File: src/rtl/scan_pkg.sv
package scan_pkg;
  localparam int NUM_IN  = 3;
  localparam int NUM_VEC = 1 << NUM_IN;
  localparam int CODE_W  = 3;
  localparam int OUT_W   = 2;
  localparam int CNT_W   = $clog2(NUM_VEC + 1);
  localparam int NUM_COPY = 3;

  typedef enum logic [CODE_W-1:0] {
    FLT_NONE   = 3'd0,
    FLT_A_SA0  = 3'd1,
    FLT_A_SA1  = 3'd2,
    FLT_B_SA0  = 3'd3,
    FLT_B_SA1  = 3'd4,
    FLT_C_SA0  = 3'd5,
    FLT_C_SA1  = 3'd6,
    FLT_BRIDGE = 3'd7
  } faultT;

  typedef struct packed {
    logic clear;   // load selects, zero pattern and count
    logic step;    // accumulate and advance
    logic active;  // a pattern is being shown
  } strobeT;

  // Evaluate the selected circuit with one fault injected on its inputs.
  function automatic logic [OUT_W-1:0] evalCircuit(input logic [NUM_IN-1:0] vec,
                                                    input faultT code,
                                                    input logic dual);
    logic lineA, lineB, lineC, nandAB, nandBC, orAB;
    logic [OUT_W-1:0] res;
    lineA = vec[2];
    lineB = vec[1];
    lineC = vec[0];
    orAB  = lineA | lineB;
    case (code)
      FLT_A_SA0:  lineA = 1'b0;
      FLT_A_SA1:  lineA = 1'b1;
      FLT_B_SA0:  lineB = 1'b0;
      FLT_B_SA1:  lineB = 1'b1;
      FLT_C_SA0:  lineC = 1'b0;
      FLT_C_SA1:  lineC = 1'b1;
      FLT_BRIDGE: begin
        lineA = orAB;
        lineB = orAB;
      end
      default: ;
    endcase
    nandAB = ~(lineA & lineB);
    nandBC = ~(lineB & lineC);
    if (dual) res = {lineA & lineB, lineB & lineC};
    else      res = {1'b0, ~(nandAB & nandBC)};
    return res;
  endfunction
endpackage

File: src/rtl/scan_ctrl.sv
module scan_ctrl
  import scan_pkg::*;
(
  input  logic   clk,
  input  logic   rstN,
  input  logic   start,
  input  logic   lastVec,
  output strobeT strobe,
  output logic   valid,
  output logic   done
);
  typedef enum logic {ST_IDLE, ST_RUN} stateT;
  stateT stateQ;
  logic  doneQ;

  always_ff @(posedge clk) begin
    if (!rstN) begin
      stateQ <= ST_IDLE;
      doneQ  <= 1'b0;
    end else if (start) begin
      stateQ <= ST_RUN;
      doneQ  <= 1'b0;
    end else if (stateQ == ST_RUN && lastVec) begin
      stateQ <= ST_IDLE;
      doneQ  <= 1'b1;
    end else begin
      doneQ  <= 1'b0;
    end
  end

  always_comb begin
    strobe.clear  = start;
    strobe.step   = (stateQ == ST_RUN) && !start;
    strobe.active = (stateQ == ST_RUN);
  end

  assign valid = (stateQ == ST_RUN);
  assign done  = doneQ;

  AST_DONE_ONE_CYCLE: assert property (@(posedge clk) disable iff (!rstN)
    done |=> !done);
  AST_START_RUNS: assert property (@(posedge clk) disable iff (!rstN)
    start |=> valid);
  AST_DONE_ENDS_RUN: assert property (@(posedge clk) disable iff (!rstN)
    done |-> !valid);
endmodule

File: src/rtl/scan_dp.sv
module scan_dp
  import scan_pkg::*;
(
  input  logic              clk,
  input  logic              rstN,
  input  strobeT            strobe,
  input  logic [CODE_W-1:0] faultAIn,
  input  logic [CODE_W-1:0] faultBIn,
  input  logic              dualIn,
  output logic [NUM_IN-1:0] vec,
  output logic              lastVec,
  output logic              detect,
  output logic              distinct,
  output logic [CNT_W-1:0]  count
);
  logic [NUM_IN-1:0] vecQ;
  logic [CNT_W-1:0]  cntQ;
  faultT             faultAQ, faultBQ;
  logic              dualQ;
  faultT             copyCode [NUM_COPY];
  logic [OUT_W-1:0]  copyOut  [NUM_COPY];
  logic              rawDetect, rawDistinct;

  always_ff @(posedge clk) begin
    if (!rstN) begin
      vecQ    <= '0;
      cntQ    <= '0;
      faultAQ <= FLT_NONE;
      faultBQ <= FLT_NONE;
      dualQ   <= 1'b0;
    end else if (strobe.clear) begin
      vecQ    <= '0;
      cntQ    <= '0;
      faultAQ <= faultT'(faultAIn);
      faultBQ <= faultT'(faultBIn);
      dualQ   <= dualIn;
    end else if (strobe.step) begin
      vecQ <= vecQ + 1'b1;
      if (rawDetect && cntQ != CNT_W'(NUM_VEC)) cntQ <= cntQ + 1'b1;
    end
  end

  always_comb begin
    copyCode[0] = FLT_NONE;
    copyCode[1] = faultAQ;
    copyCode[2] = faultBQ;
  end

  for (genvar g = 0; g < NUM_COPY; g++) begin : g_copy
    assign copyOut[g] = evalCircuit(vecQ, copyCode[g], dualQ);
  end

  assign rawDetect   = |(copyOut[1] ^ copyOut[0]);
  assign rawDistinct = |(copyOut[1] ^ copyOut[2]);
  assign detect   = strobe.active & rawDetect;
  assign distinct = strobe.active & rawDistinct;
  assign vec      = vecQ;
  assign lastVec  = (vecQ == NUM_IN'(NUM_VEC - 1));
  assign count    = cntQ;

  AST_VEC_ASCENDS: assert property (@(posedge clk) disable iff (!rstN)
    (strobe.step && !lastVec) |=> vec == $past(vec) + 1'b1);
  AST_COUNT_BOUND: assert property (@(posedge clk) disable iff (!rstN)
    count <= CNT_W'(NUM_VEC));
  AST_CLEAR_ZEROES: assert property (@(posedge clk) disable iff (!rstN)
    strobe.clear |=> (count == '0 && vec == '0));
  AST_NOFAULT_QUIET: assert property (@(posedge clk) disable iff (!rstN)
    (faultAQ == FLT_NONE) |-> !detect);
  AST_SAME_FAULTS: assert property (@(posedge clk) disable iff (!rstN)
    (faultAQ == faultBQ) |-> !distinct);
  AST_IDLE_HOLDS: assert property (@(posedge clk) disable iff (!rstN)
    (!strobe.step && !strobe.clear) |=> $stable(count));
endmodule

File: src/rtl/fault_scan.sv
module fault_scan
  import scan_pkg::*;
(
  input  logic              clk,
  input  logic              rstN,
  input  logic              start,
  input  logic              dualMode,
  input  logic [CODE_W-1:0] faultSelA,
  input  logic [CODE_W-1:0] faultSelB,
  output logic [NUM_IN-1:0] vecOut,
  output logic              vecValid,
  output logic              detect,
  output logic              distinguish,
  output logic              done,
  output logic [CNT_W-1:0]  detectCount
);
  strobeT strobe;
  logic   lastVec;

  scan_ctrl u_ctrl (
    .clk     (clk),
    .rstN    (rstN),
    .start   (start),
    .lastVec (lastVec),
    .strobe  (strobe),
    .valid   (vecValid),
    .done    (done)
  );

  scan_dp u_dp (
    .clk      (clk),
    .rstN     (rstN),
    .strobe   (strobe),
    .faultAIn (faultSelA),
    .faultBIn (faultSelB),
    .dualIn   (dualMode),
    .vec      (vecOut),
    .lastVec  (lastVec),
    .detect   (detect),
    .distinct (distinguish),
    .count    (detectCount)
  );
endmodule

File: config.mk
export PLATFORM = sky130hd
export DESIGN_NAME = fault_scan
export DESIGN_NICKNAME = d
export VERILOG_FILES = /design/src/rtl/scan_pkg.sv /design/src/rtl/scan_ctrl.sv /design/src/rtl/scan_dp.sv /design/src/rtl/fault_scan.sv
export SDC_FILE = /design/constraint.sdc
export NUM_CORES = 1
export LEC_CHECK = 0
export ABC_AREA = 1
export BUFFER_PORTS_ARGS = -buffer_cell sky130_fd_sc_hd__buf_2
export CAP_MARGIN = 5
export CORE_MARGIN = 2
export CORE_UTILIZATION = 50
export DETAILED_ROUTE_END_ITERATION = 8
export PLACE_DENSITY = 0.76
export SKIP_LAST_GASP = 1
export SLEW_MARGIN = 20
export SYNTH_ARGS = -nofsm -noshare
export SYNTH_HDL_FRONTEND = slang
export SYNTH_HIERARCHICAL = 1
export SYNTH_SLANG_ARGS = --single-unit
File: constraint.sdc
create_clock -name clk -period 3.5 [get_ports clk]
set_input_delay 0.7 -clock clk [delete_from_list [all_inputs] [get_ports clk]]
set_output_delay 0.7 -clock clk [all_outputs]
set_load 0.05 [all_outputs]
==> impl_metrics.env <==
export IMPL_antenna_found_initial=0
export IMPL_synthesis_area_um2=983
export IMPL_final_hold_viol_count=0
export IMPL_dp_hpwl_um=1610
export IMPL_powerDensity_nw_per_um2=316
export IMPL_finalSetupTns_ps=0
export IMPL_h_tree_depth=1
export IMPL_seqPwrFrac_pct=56.3
export IMPL_status="complete, no violations"
export IMPL_avgSynthCellArea_um2=6.47
export IMPL_netSwitchingPower_mw=0.106
export IMPL_yosysWarningCount=6
export IMPL_fin_worst_skew_ps=2.82
export IMPL_grt_usage_pct=19.9
export IMPL_ant_nets=0
export IMPL_relSlewSlack_pct=82.0
export IMPL_ys_types=20
export IMPL_crit_type="flop to output pin"
export IMPL_hold_worst_slack_ps=500
export IMPL_critPathLaunchType="flop"
export IMPL_cts_resized=0
export IMPL_grt_setup_unrepaired="no"
export IMPL_worstMarginPinSlew_ps=269
export IMPL_maxCapViolations=0
export IMPL_slew_viol_final=0
export IMPL_fin_crit_sh_pct=79.1
export IMPL_drc=0
export IMPL_synth_most_common_cell="nand2_1"
export IMPL_dieArea_um2=2340
export IMPL_yosys_top_cells_count="nand2_1 (28), inv_1 (22), nor2_1 (21)"
export IMPL_p_leak_nw=0.560
export IMPL_hold_class="flop to flop"
export IMPL_final_cells=199
export IMPL_die_y_um=48.4
export IMPL_fin_crit_ps=2770
export IMPL_ir_drop_v=0.000220
export IMPL_grt_pass1_wl_um=3770
export IMPL_netSwitchingFraction_pct=29.9
export IMPL_setup_viol=0
export IMPL_vias=1031
export IMPL_clkTransAtPathRegs_ps=90
export IMPL_worstPathMaxFanout=7
export IMPL_p_comb_share_pct=16.7
export IMPL_placed_area_um2=1100
export IMPL_critPathMostFrequentCell="nand2_1"
export IMPL_syn_nets=166
export IMPL_overflow=0
export IMPL_area_growth_pct=14.0
export IMPL_ys_flop_type="dfxtp_1"
export IMPL_die_w_um=48.4
export IMPL_n_antenna_cell=0
export IMPL_crit_chain="nand2_1, inv_1, nand2_1, nor2_1, nor2_1, o21ai_0, nand2_1, o21ai_0, nand3_1, nand3_1, nand2_1, inv_1, buf_2"
export IMPL_wire_per_inst_um=10.8
export IMPL_crit_arrival_ps=2070
export IMPL_final_layout_size_suffix_gt1_share_pct=18.6
export IMPL_grt_pass1_vias=924
export IMPL_insertion_delay_ps=280
export IMPL_synth_seq_cells=16
export IMPL_synthArstFlopShare_pct=0
export IMPL_numCtsBuffers=3
export IMPL_yosysSeqAreaShare_pct=32.6
export IMPL_postCtsHoldBufs=0
export IMPL_cp_required_ps=2800
export IMPL_numPlacedInstances=196
export IMPL_end_kind="output pin"
export IMPL_internal_power_mw=0.249
export IMPL_synth_area_top_cells="dfxtp_1 (33%), nand2_1 (11%), inv_1 (8.4%)"
export IMPL_nNetsFinal=188
export IMPL_routed_wl_um=2150
export IMPL_power_share_clock_pct=27.0
export IMPL_rows=16
export IMPL_num_fill_cells=211
export IMPL_clockBufferDepth=2
export IMPL_grt_max_degree=12
export IMPL_synth_edf_count=0
export IMPL_cts_root_buf="clkbuf_4"
export IMPL_via_per_inst=5.18
export IMPL_yosysTopAreaCell="dfxtp_1"
export IMPL_portBuffers=20
export IMPL_finalInstanceArea_um2=1120
export IMPL_slowest_stage="dfxtp_1"
export IMPL_cts_tree="yes"
export IMPL_core_um2=1900
export IMPL_cts_sinks=16
export IMPL_dr_pass1_iters=4
export IMPL_cts_setup_buffers=0
export IMPL_synth_top_cell_area_share_pct=32.6
export IMPL_fmax_ghz=0.361
export IMPL_drt_iter0_markers=30
export IMPL_start_util_pct=51.7
export IMPL_syn_inst=152
export IMPL_slowest_delay_ps=450
export IMPL_gp_congestion=0.819
export IMPL_ios=21
export IMPL_power_mw=0.355
[area by class of cell]
type	count	area, um^2	share of cell area (%)
Multi-Input combinational cell	109	554	49.4
Sequential cell	16	320	28.6
Timing Repair Buffer	20	100	8.93
Inverter	24	90.1	8.04
Tap cell	27	33.8	3.01
Clock buffer	3	22.5	2.01
[cell usage in the layout (no fill, tap or decap)]
cell type,synthesis,final
a21oi_1,13,13
a21oi_2,1,1
and2_2,1,1
buf_2,0,20
clkbuf_4,0,3
dfxtp_1,16,16
ha_1,4,4
inv_1,22,22
inv_2,2,2
nand2_1,28,28
nand2_2,1,1
nand3_1,16,16
nand3_2,3,3
nor2_1,21,21
nor3_1,1,1
nor3_2,1,1
nor3b_1,1,1
o211ai_1,1,1
o21ai_0,15,15
xor2_1,2,2
[final timing paths]
| kind | from | end | slack, ps | depth (start not counted) |
|---|---|---|---|---|
| hold reg to reg | u_dp/count[3]$_SDFFE_PP0P_ | u_dp/count[3]$_SDFFE_PP0P_ | 500 | 2 |
| hold / removal | u_dp/count[3]$_SDFFE_PP0P_ | u_dp/count[3]$_SDFFE_PP0P_ | 500 | 2 |
| setup reg to reg | u_dp/vec[2]$_SDFFE_PP0P_ | u_dp/count[3]$_SDFFE_PP0P_ | 1900 | 11 |
| setup / recovery | u_dp/faultBQ[1]$_SDFFE_PN0P_ | distinguish | 730 | 13 |
[sequential cells by signal (all words and copies together) (netlist names)]
register,count
u_dp/count,4
u_dp/vec,3
u_dp/dualQ,1
u_ctrl/done,1
u_ctrl/valid,1
u_dp/faultAQ,3
u_dp/faultBQ,3
[routing by layer]
metal / up-vias / GRT usage, % / wire length (um)
li1: 531 / - / -
met1: 473 / 24.6 / 1020
met2: 25 / 35.9 / 1040
met3: 2 / 1.85 / 79
met4: 0 / 7.14 / 14
met5: - / 0 / 0
[metrics by stage]
step	utilization (%)	setup slack, ps
after floorplan	-	993
after global placement	57.8	1190
after detailed placement	57.8	1100
after CTS	58.9	758
after global routing	58.9	486
final	58.9	732
[critical path: cells and delay by family (launching register included)]
kind,cells,cell delay (ps)
and+or+nand+nor,8,690
DFF,1,450
buffers and inverters,3,370
AOI/OAI and AO/OA,2,290
[cells by family after synthesis]
logic type      count (synthesis)  synth area share (%)
fa+ha+maj                       4                  5.09
simple gates                   73                  33.6
xor+xnor                        2                  1.78
buf+inv                        27                  11.1
compound gates                 30                  15.9
flops                          16                  32.6
[power groups by stage]
stage               logic [mW]  clock network [mW]  registers (mW)
floorplan               0.0388                   0           0.208
global placement        0.0566                   0           0.203
detailed placement      0.0583                   0           0.204
CTS                     0.0590              0.0998           0.200
global route            0.0668               0.110           0.201
finish                  0.0592              0.0956           0.200
No activity file was read; power rests on OpenSTA's default activity.
